==> src/rtl/i2c_target_pkg.sv <==
package i2c_target_pkg;

  typedef enum logic [3:0] {
    ST_IDLE,
    ST_ADDR,
    ST_ADDR_ACK,
    ST_WR_BYTE,
    ST_RX_WAIT,
    ST_WR_ACK,
    ST_WR_NACK,
    ST_TX_WAIT,
    ST_RD_BYTE,
    ST_RD_ACK
  } tgt_state_e;

  typedef struct packed {
    logic scl;
    logic sda;
    logic rise;
    logic fall;
    logic start;
    logic stop;
  } bus_evt_t;

endpackage

==> src/rtl/i2c_target_sync.sv <==
module i2c_target_sync #(
  parameter int unsigned W      = 2,
  parameter int unsigned STAGES = 2
) (
  input  logic         clk_i,
  input  logic         rst_ni,
  input  logic [W-1:0] d_i,
  output logic [W-1:0] q_o
);

  logic [W-1:0] stg_q [STAGES];

  for (genvar g = 0; g < STAGES; g++) begin : g_stg
    if (g == 0) begin : g_first
      always_ff @(posedge clk_i or negedge rst_ni) begin
        if (!rst_ni) stg_q[g] <= '1;  // idle bus is high
        else         stg_q[g] <= d_i;
      end
    end else begin : g_next
      always_ff @(posedge clk_i or negedge rst_ni) begin
        if (!rst_ni) stg_q[g] <= '1;
        else         stg_q[g] <= stg_q[g-1];
      end
    end
  end

  assign q_o = stg_q[STAGES-1];

endmodule

==> src/rtl/i2c_target_edges.sv <==
module i2c_target_edges
  import i2c_target_pkg::*;
(
  input  logic     clk_i,
  input  logic     rst_ni,
  input  logic     scl_s_i,
  input  logic     sda_s_i,
  output bus_evt_t evt_o
);

  logic scl_q, sda_q;

  always_ff @(posedge clk_i or negedge rst_ni) begin
    if (!rst_ni) begin
      scl_q <= 1'b1;
      sda_q <= 1'b1;
    end else begin
      scl_q <= scl_s_i;
      sda_q <= sda_s_i;
    end
  end

  always_comb begin
    evt_o.scl   = scl_s_i;
    evt_o.sda   = sda_s_i;
    evt_o.rise  = scl_s_i & ~scl_q;
    evt_o.fall  = ~scl_s_i & scl_q;
    // SDA edges with SCL high on both samples
    evt_o.start = scl_s_i & scl_q & sda_q & ~sda_s_i;
    evt_o.stop  = scl_s_i & scl_q & ~sda_q & sda_s_i;
  end

endmodule

==> src/rtl/i2c_target_core.sv <==
module i2c_target_core
  import i2c_target_pkg::*;
#(
  parameter int unsigned DATA_W = 8
) (
  input  logic              clk_i,
  input  logic              rst_ni,
  input  bus_evt_t          evt_i,
  input  logic [DATA_W-2:0] own_addr_i,
  input  logic              rx_full_i,
  input  logic              rx_ready_i,
  input  logic [DATA_W-1:0] tx_data_i,
  input  logic              tx_valid_i,
  output logic              scl_pd_o,
  output logic              sda_pd_o,
  output logic [DATA_W-1:0] rx_data_o,
  output logic              rx_valid_o,
  output logic              tx_ready_o
);

  localparam int unsigned CNT_W = $clog2(DATA_W + 1);
  localparam logic [CNT_W-1:0] LAST_BIT = CNT_W'(DATA_W);

  tgt_state_e        state_q;
  logic [CNT_W-1:0]  cnt_q;
  logic [DATA_W-1:0] sh_q;
  logic              rw_q;
  logic              ack_q;
  logic              byte_end;

  assign byte_end   = evt_i.fall && (cnt_q == LAST_BIT);
  assign tx_ready_o = (state_q == ST_TX_WAIT);

  always_ff @(posedge clk_i or negedge rst_ni) begin
    if (!rst_ni) begin
      state_q    <= ST_IDLE;
      cnt_q      <= '0;
      sh_q       <= '0;
      rw_q       <= 1'b0;
      ack_q      <= 1'b0;
      scl_pd_o   <= 1'b0;
      sda_pd_o   <= 1'b0;
      rx_data_o  <= '0;
      rx_valid_o <= 1'b0;
    end else if (evt_i.start || evt_i.stop) begin
      state_q    <= evt_i.start ? ST_ADDR : ST_IDLE;
      cnt_q      <= '0;
      scl_pd_o   <= 1'b0;
      sda_pd_o   <= 1'b0;
      rx_valid_o <= 1'b0;
    end else begin
      unique case (state_q)
        ST_IDLE: ;
        ST_ADDR: begin
          if (evt_i.rise) begin
            sh_q  <= {sh_q[DATA_W-2:0], evt_i.sda};
            cnt_q <= cnt_q + 1'b1;
          end else if (byte_end) begin
            if (sh_q[DATA_W-1:1] == own_addr_i) begin
              sda_pd_o <= 1'b1;
              rw_q     <= sh_q[0];
              state_q  <= ST_ADDR_ACK;
            end else begin
              state_q  <= ST_IDLE;
            end
          end
        end
        ST_ADDR_ACK: begin
          if (evt_i.fall) begin
            sda_pd_o <= 1'b0;
            cnt_q    <= '0;
            if (rw_q) begin
              scl_pd_o <= 1'b1;
              state_q  <= ST_TX_WAIT;
            end else begin
              state_q  <= ST_WR_BYTE;
            end
          end
        end
        ST_WR_BYTE: begin
          if (evt_i.rise) begin
            sh_q  <= {sh_q[DATA_W-2:0], evt_i.sda};
            cnt_q <= cnt_q + 1'b1;
          end else if (byte_end) begin
            if (rx_full_i) begin
              state_q    <= ST_WR_NACK;
            end else begin
              rx_data_o  <= sh_q;
              rx_valid_o <= 1'b1;
              scl_pd_o   <= 1'b1;
              state_q    <= ST_RX_WAIT;
            end
          end
        end
        ST_RX_WAIT: begin
          if (rx_ready_i) begin
            rx_valid_o <= 1'b0;
            scl_pd_o   <= 1'b0;
            sda_pd_o   <= 1'b1;
            state_q    <= ST_WR_ACK;
          end
        end
        ST_WR_ACK: begin
          if (evt_i.fall) begin
            sda_pd_o <= 1'b0;
            cnt_q    <= '0;
            state_q  <= ST_WR_BYTE;
          end
        end
        ST_WR_NACK: begin
          if (evt_i.fall) state_q <= ST_IDLE;
        end
        ST_TX_WAIT: begin
          if (tx_valid_i) begin
            sh_q     <= tx_data_i;
            sda_pd_o <= ~tx_data_i[DATA_W-1];
            scl_pd_o <= 1'b0;
            cnt_q    <= '0;
            state_q  <= ST_RD_BYTE;
          end
        end
        ST_RD_BYTE: begin
          if (evt_i.rise) begin
            cnt_q <= cnt_q + 1'b1;
          end else if (byte_end) begin
            sda_pd_o <= 1'b0;  // controller owns the ack slot
            state_q  <= ST_RD_ACK;
          end else if (evt_i.fall) begin
            sh_q     <= {sh_q[DATA_W-2:0], 1'b0};
            sda_pd_o <= ~sh_q[DATA_W-2];
          end
        end
        ST_RD_ACK: begin
          if (evt_i.rise) begin
            ack_q <= ~evt_i.sda;
          end else if (evt_i.fall) begin
            if (ack_q) begin
              scl_pd_o <= 1'b1;
              state_q  <= ST_TX_WAIT;
            end else begin
              state_q  <= ST_IDLE;
            end
          end
        end
        default: state_q <= ST_IDLE;
      endcase
    end
  end


  sda_move_low_chk: assert property (@(posedge clk_i) disable iff (!rst_ni)
    (sda_pd_o != $past(sda_pd_o)) |-> !$past(evt_i.scl));


  stretch_begin_low_chk: assert property (@(posedge clk_i) disable iff (!rst_ni)
    (scl_pd_o && !$past(scl_pd_o)) |-> !$past(evt_i.scl));


  rx_hold_chk: assert property (@(posedge clk_i) disable iff (!rst_ni)
    (rx_valid_o && !rx_ready_i && !evt_i.start && !evt_i.stop)
      |=> (rx_valid_o && $stable(rx_data_o)));


  rx_stretch_chk: assert property (@(posedge clk_i) disable iff (!rst_ni)
    rx_valid_o |-> scl_pd_o);


  tx_stretch_chk: assert property (@(posedge clk_i) disable iff (!rst_ni)
    tx_ready_o |-> (scl_pd_o && !rx_valid_o));


  idle_quiet_chk: assert property (@(posedge clk_i) disable iff (!rst_ni)
    (state_q == ST_IDLE) |-> (!sda_pd_o && !scl_pd_o && !tx_ready_o));

endmodule

==> src/rtl/i2c_target.sv <==
module i2c_target
  import i2c_target_pkg::*;
#(
  parameter int unsigned DATA_W      = 8,
  parameter int unsigned SYNC_STAGES = 2
) (
  input  logic              clk_i,
  input  logic              rst_ni,
  input  logic [DATA_W-2:0] own_addr_i,
  input  logic              scl_i,
  input  logic              sda_i,
  output logic              scl_pd_o,
  output logic              sda_pd_o,
  output logic [DATA_W-1:0] rx_data_o,
  output logic              rx_valid_o,
  input  logic              rx_ready_i,
  input  logic              rx_full_i,
  input  logic [DATA_W-1:0] tx_data_i,
  input  logic              tx_valid_i,
  output logic              tx_ready_o
);

  logic [1:0] line_s;
  bus_evt_t   evt;

  i2c_target_sync #(
    .W      (2),
    .STAGES (SYNC_STAGES)
  ) u_sync (
    .clk_i  (clk_i),
    .rst_ni (rst_ni),
    .d_i    ({scl_i, sda_i}),
    .q_o    (line_s)
  );

  i2c_target_edges u_edges (
    .clk_i   (clk_i),
    .rst_ni  (rst_ni),
    .scl_s_i (line_s[1]),
    .sda_s_i (line_s[0]),
    .evt_o   (evt)
  );

  i2c_target_core #(
    .DATA_W (DATA_W)
  ) u_core (
    .clk_i      (clk_i),
    .rst_ni     (rst_ni),
    .evt_i      (evt),
    .own_addr_i (own_addr_i),
    .rx_full_i  (rx_full_i),
    .rx_ready_i (rx_ready_i),
    .tx_data_i  (tx_data_i),
    .tx_valid_i (tx_valid_i),
    .scl_pd_o   (scl_pd_o),
    .sda_pd_o   (sda_pd_o),
    .rx_data_o  (rx_data_o),
    .rx_valid_o (rx_valid_o),
    .tx_ready_o (tx_ready_o)
  );

endmodule

==> config.mk <==
export PLATFORM = sky130hd
export DESIGN_NAME = i2c_target
export DESIGN_NICKNAME = d
export VERILOG_FILES = /design/src/rtl/i2c_target_pkg.sv /design/src/rtl/i2c_target_sync.sv /design/src/rtl/i2c_target_edges.sv /design/src/rtl/i2c_target_core.sv /design/src/rtl/i2c_target.sv
export SDC_FILE = /design/constraint.sdc
export NUM_CORES = 1
export LEC_CHECK = 0
export BUFFER_PORTS_ARGS = -buffer_cell sky130_fd_sc_hd__buf_2
export CAP_MARGIN = 20
export CORE_MARGIN = 2
export CORE_UTILIZATION = 40
export DETAILED_ROUTE_END_ITERATION = 8
export SETUP_SLACK_MARGIN = 0.1
export SLEW_MARGIN = 20
export SYNTH_ARGS = -nofsm -noshare
export SYNTH_HDL_FRONTEND = slang
export SYNTH_HIERARCHICAL = 1
export SYNTH_SLANG_ARGS = --single-unit
==> constraint.sdc <==
create_clock -name clk_i -period 4.46 [get_ports clk_i]
set_clock_uncertainty 0.2 [all_clocks]
set_input_delay 0.446 -clock clk_i [delete_from_list [all_inputs] [get_ports clk_i]]
set_output_delay 0.446 -clock clk_i [all_outputs]
set_load 0.01 [all_outputs]
==> flow_summary.yaml, run 1 <==
outcome:
  outcome: "complete, no violations"
synth:
  yosysWarnings: 6
  synth_area_mm2: 0.00213
  syn_avg_cell_area_um2: 9.21
  synth.net_count: 255
  postSynthCellCount: 231
cells_and_area:
  layout_common_cells: "33 x buf_2, 29 x dfrtp_1, 26 x nand2_1"
  layout_commonest_cell: "buf_2"
  layout-area-overhead-vs-synth_pct: 12.4
  final_area_mm2: 0.00239
  drive_gt1_frac: 0.246
  nNetsFinal: 279
  n_antenna_cell: 0
  final_cells: 326
power_and_ir_drop:
  pwr-share-seq: 0.507
  finalPower_mw: 0.856
  p_sw_mw: 0.269
  p_per_area_mw_per_mm2: 358
  clkPwrFrac: 0.271
  p_leak_nw: 1.07
  ir_drop_uv: 205
  internal-power_mw: 0.586
  comb_power_share: 0.221
  p_sw_frac: 0.315
setup_path:
  critPathLaunchType: "register"
  slowest_delay_ns: 0.87
  path_max_fanout: 30
  critical_path_arrival_ns: 2.46
  slowest_stage: "dfrtp_1"
  crit_family: "flip-flops"
  critPathBufInv: 2
  crit_required_ns: 3.81
  cp.depth: 3
  cp-end-kind: "output port"
  critPathKind: "register to output port"
  crit_chain: "nand4b_1 > clkinv_1 > buf_2"
  reg2regPathDepth: 5
drt:
  wl_um: 4970
  drt-vias-per-instance: 5.45
  drt_iter0_drc: 116
  antenna_left: 0
  wl_per_cell_um: 15.3
  drc: 0
  firstDrtPassIters: 5
  vias: 1776
clock_tree:
  clkSinkCount: 35
  cts_buffers: 5
  tritoncts: "yes"
  clock_latency_ns: 0.29
  root_buffer: "clkbuf_8"
  cts_buffer_depth: 2
  ctsHoldBuffers: 0
  post_cts_buffers: 0
  cts_htree_levels: 2
  cts.clk_slew.worst_paths_ns: 0.06
  cts.repair.resized: 0
floorplanning:
  initial_core_util: 0.417
  die_area_mm2: 0.00592
  die_h_um: 76.9
  rows: 26
  pin_count: 34
  core-area_mm2: 0.00511
  fp.dieW_um: 76.9
place:
  place_area_mm2: 0.00230
  gp_congestion: 0.936
  dp_cells: 318
  port_buffers: 33
  dp_hpwl_um: 3510
flow_run:
  drv_cap: 0
global_routing:
  grt_pass1_vias: 1705
  grt_max_degree: 36
  grtUsageTotal: 0.173
  grt_pass1_wl_um: 8240
  antenna_found_initial: 0
  overflow: 0
sta:
  fin_tns_setup_ns: 0
  hold_viol_final: 0
  worstMarginPinSlew_ns: 0.814
  maxSlewHeadroom: 0.457
  drv_slew: 0
  fmax_mhz: 322
  setup_viol: 0
  period_share: 0.696
  min_period_ns: 3.11
  rsz0062_at_grt: "false"
worst_hold_path:
  hold_path_class: "input port to async pin"
==> worst register-to-register path, cell delays in order, from the launching register on <==
cell	delay [ns]
dfrtp_1	0.87
nand4b_1	0.71
o21ai_0	0.53
a21oi_4	0.14
nor2_1	0.12
a31oi_1	0.05
==> layer usage <==
layer | up-vias | global-route usage | part of all wire
met1 | 844 | 0.246 | 0.48
met5 | - | 0 | 0
met2 | 60 | 0.265 | 0.45
met3 | 4 | 0.0306 | 0.056
met4 | 0 | 0.0600 | 0.0070
li1 | 868 | - | -
==> path summary, 6_finish.rpt <==
| path | start | to | slack, ns |
|---|---|---|---|
| min in group clk_i | scl_i | u_sync/stg_q[3] | 0.06 |
| min reg2reg | u_sync/stg_q[3] | u_sync/q_o[1] | 0.16 |
| max | u_core/state_q[2] | tx_ready_o | 1.35 |
| max in group asynchronous | rst_ni | u_core/rx_data_o[6] | 3.51 |
| min | rst_ni | u_core/ack_q | 0.04 |
| max reg2reg | u_core/state_q[2] | u_core/sh_q[7] | 1.71 |
==> power groups by stage <==
stage,clock network (mW),logic (mW),registers [mW]
floorplan,0,0.150,0.418
global placement,0,0.187,0.439
detailed placement,0,0.190,0.439
CTS,0.244,0.189,0.434
global route,0.254,0.217,0.443
finish,0.232,0.189,0.434
==> final cells by class <==
class                      instances  area (µm²)
fill                             500        2720
multi-input combinational        171        1130
sequential                        35         883
timing repair buffer              33         165
tap                               70        87.6
clock buffer                       7        86.3
inverter                           9        33.8
clock inverter                     1        5.00
==> sequential cells by signal, summed over array words and instances (netlist names) <==
| name | count |
|---|---|
| u_core/sh_q | 8 |
| u_core/cnt_q | 4 |
| u_core/sda_pd_o | 1 |
| u_sync/q_o | 2 |
| u_edges/sda_q | 1 |
| u_core/rx_data_o | 8 |
| u_core/ack_q | 1 |
| u_core/rx_valid_o | 1 |
| u_edges/scl_q | 1 |
| u_core/rw_q | 1 |
| u_sync/stg_q | 2 |
| u_core/scl_pd_o | 1 |
| u_core/state_q | 4 |
==> stage by stage <==
step / utilization / hold slack, ns / setup slack [ns]
floorplan: - / -0.0496 / 2.01
global placement: 0.451 / 0.147 / 1.66
detailed placement: 0.451 / 0.150 / 1.67
CTS: 0.468 / 0.0465 / 1.34
global route: 0.468 / 0.0502 / 1.17
finish: 0.468 / 0.0450 / 1.35
No activity file was read; power rests on OpenSTA's default activity.
==> run 2, diff against run 1 <==
==> constraint.sdc (replaced) <==
create_clock -name clk_i -period 2.95 [get_ports clk_i]
set_clock_uncertainty 0.2 [all_clocks]
set_input_delay 0.295 -clock clk_i [delete_from_list [all_inputs] [get_ports clk_i]]
set_output_delay 0.295 -clock clk_i [all_outputs]
set_load 0.01 [all_outputs]
==> run 2 against run 1 <==
Worst hold slack better by 0.0077 ns; first-iteration DRC count is 12% higher; sequential share of layout area is 1.4 points lower; cell count is 3.1% higher; final area is 3.8% higher; clock power is 66% higher; non-clock buffer count is 10 higher; setup slack worse by 0.93 ns; via count is 1.1% higher; register-to-register slack worse by 1.3 ns; combinational power is 61% higher; sequential power is 47% higher; critical endpoint is now u_core/sda_pd_o.
==> flow_summary.yaml, run 2 (synthesized netlist as in run 1, its figures left out) <==
outcome:
  outcome: "complete, no violations"
drt:
  antenna_left: 0
  drt-vias-per-instance: 5.35
  firstDrtPassIters: 4
  vias: 1796
  wl_um: 5040
  drt_iter0_drc: 130
  drc: 0
  wl_per_cell_um: 15.0
sta:
  drv_slew: 0
  maxSlewHeadroom: 0.476
  worstMarginPinSlew_ns: 0.785
  layout_setup_ws_ns: 0.421
  min_period_ns: 2.53
  setup_viol: 0
  fin_tns_setup_ns: 0
  period_share: 0.857
  hold_viol_final: 0
  fmax_mhz: 395
  rsz0062_at_grt: "false"
floorplanning:
  pin_count: 34
  die_area_mm2: 0.00592
  fp.dieW_um: 76.9
  core-area_mm2: 0.00511
  die_h_um: 76.9
  rows: 26
  initial_core_util: 0.417
power_and_ir_drop:
  p_per_area_mw_per_mm2: 535
  ir_drop_uv: 331
  finalPower_mw: 1.33
  p_leak_nw: 1.12
cells_and_area:
  top_regs: "u_core/rx_data_o: 8 flops, u_core/sh_q: 8 flops"
  final_cells: 336
  final_util: 0.486
  drive_gt1_frac: 0.263
  layout_common_cells: "33 x buf_2, 29 x dfrtp_1, 26 x nand2_1"
  layout_commonest_cell: "buf_2"
  layout-area-overhead-vs-synth_pct: 16.7
  n_antenna_cell: 0
  nNetsFinal: 289
place:
  gp_congestion: 0.920
  dp_hpwl_um: 3590
  dp_cells: 325
  dp_slack_ns: 0.489
  port_buffers: 33
setup_path:
  critPathKind: "register to register"
  critPathLaunchType: "register"
  crit_required_ns: 2.92
  cp-end-kind: "register"
  critical_path_arrival_ns: 2.50
  path_max_fanout: 6
clock_tree:
  cts_buffers: 5
  root_buffer: "clkbuf_8"
  clkSinkCount: 35
  clock_latency_ns: 0.29
  cts_buffer_depth: 2
  tritoncts: "yes"
  cts_htree_levels: 2
  post_cts_buffers: 0
  cts.clk_slew.worst_paths_ns: 0.07
global_routing:
  grtUsageTotal: 0.185
  antenna_found_initial: 0
  overflow: 0
  grt_max_degree: 36
  met3_usage: 0.0482
  busiest_layer: "met1"
  grt_pass1_vias: 1757
  met1_usage: 0.274
  grt_use_met2: 0.260
  grt_pass1_wl_um: 8690
flow_run:
  drv_cap: 0
worst_hold_path:
  hold_path_class: "input port to register"
## run 2: path summary, 6_finish.rpt
| path | start | endpoint | depth (start not counted) | slack (ns) |
|---|---|---|---|---|
| hold reg to reg | u_sync/stg_q[3] | u_sync/q_o[1] | 0 | 0.16 |
| min in group asynchronous | rst_ni | u_core/cnt_q[0] | 2 | 0.42 |
| setup reg to reg | u_edges/scl_q | u_core/sda_pd_o | 6 | 0.42 |
| max in group asynchronous | rst_ni | u_core/sda_pd_o | 2 | 1.62 |
| hold / removal | tx_data_i[2] | u_core/sh_q[2] | 3 | 0.05 |
| setup / recovery | u_edges/scl_q | u_core/sda_pd_o | 6 | 0.42 |
## run 2: metal layers
layer / vias up / part of all wire / wire (µm)
met5: - / 0 / 0
met4: 0 / 0.020 / 101
met3: 12 / 0.044 / 224
met2: 47 / 0.42 / 2110
met1: 842 / 0.52 / 2600
li1: 895 / - / -
## run 2: per-stage QoR
step / instance area [µm²] / hold WS, ns
2_1_floorplan: 2130 / -0.201
3_3_place_gp: 2350 / 0.148
3_5_place_dp: 2350 / 0.147
4_1_cts: 2480 / 0.0478
5_1_grt: 2480 / 0.0604
6_report: 2480 / 0.0526
## run 2: what timing repair did
action	4_1_cts	5_1_grt
hold endpoints to repair	31	0
hold buffers	3	0
resized for setup	0	0
## run 2: critical path: stages, from the launching register on
cell      delay, ns
dfstp_2        0.56
nor2b_1        0.34
nand4b_1       0.26
nor2_1         0.14
nor4b_1        0.49
o221ai_1       0.18
a32o_1         0.23
## run 2: power by group
group / leakage (nW) / internal (mW) / switching, mW
Clock: 0.0515 / 0.213 / 0.171
Sequential: 0.452 / 0.559 / 0.0810
Combinational: 0.613 / 0.146 / 0.159
## run 2: layout make-up
| type | instances | area [µm²] |
|---|---|---|
| Fill cell | 521 | 2620 |
| Multi-Input combinational cell | 171 | 1130 |
| Timing Repair Buffer | 43 | 248 |
| Clock buffer | 8 | 100 |
| Inverter | 9 | 33.8 |
| Tap cell | 70 | 87.6 |
| Sequential cell | 35 | 883 |
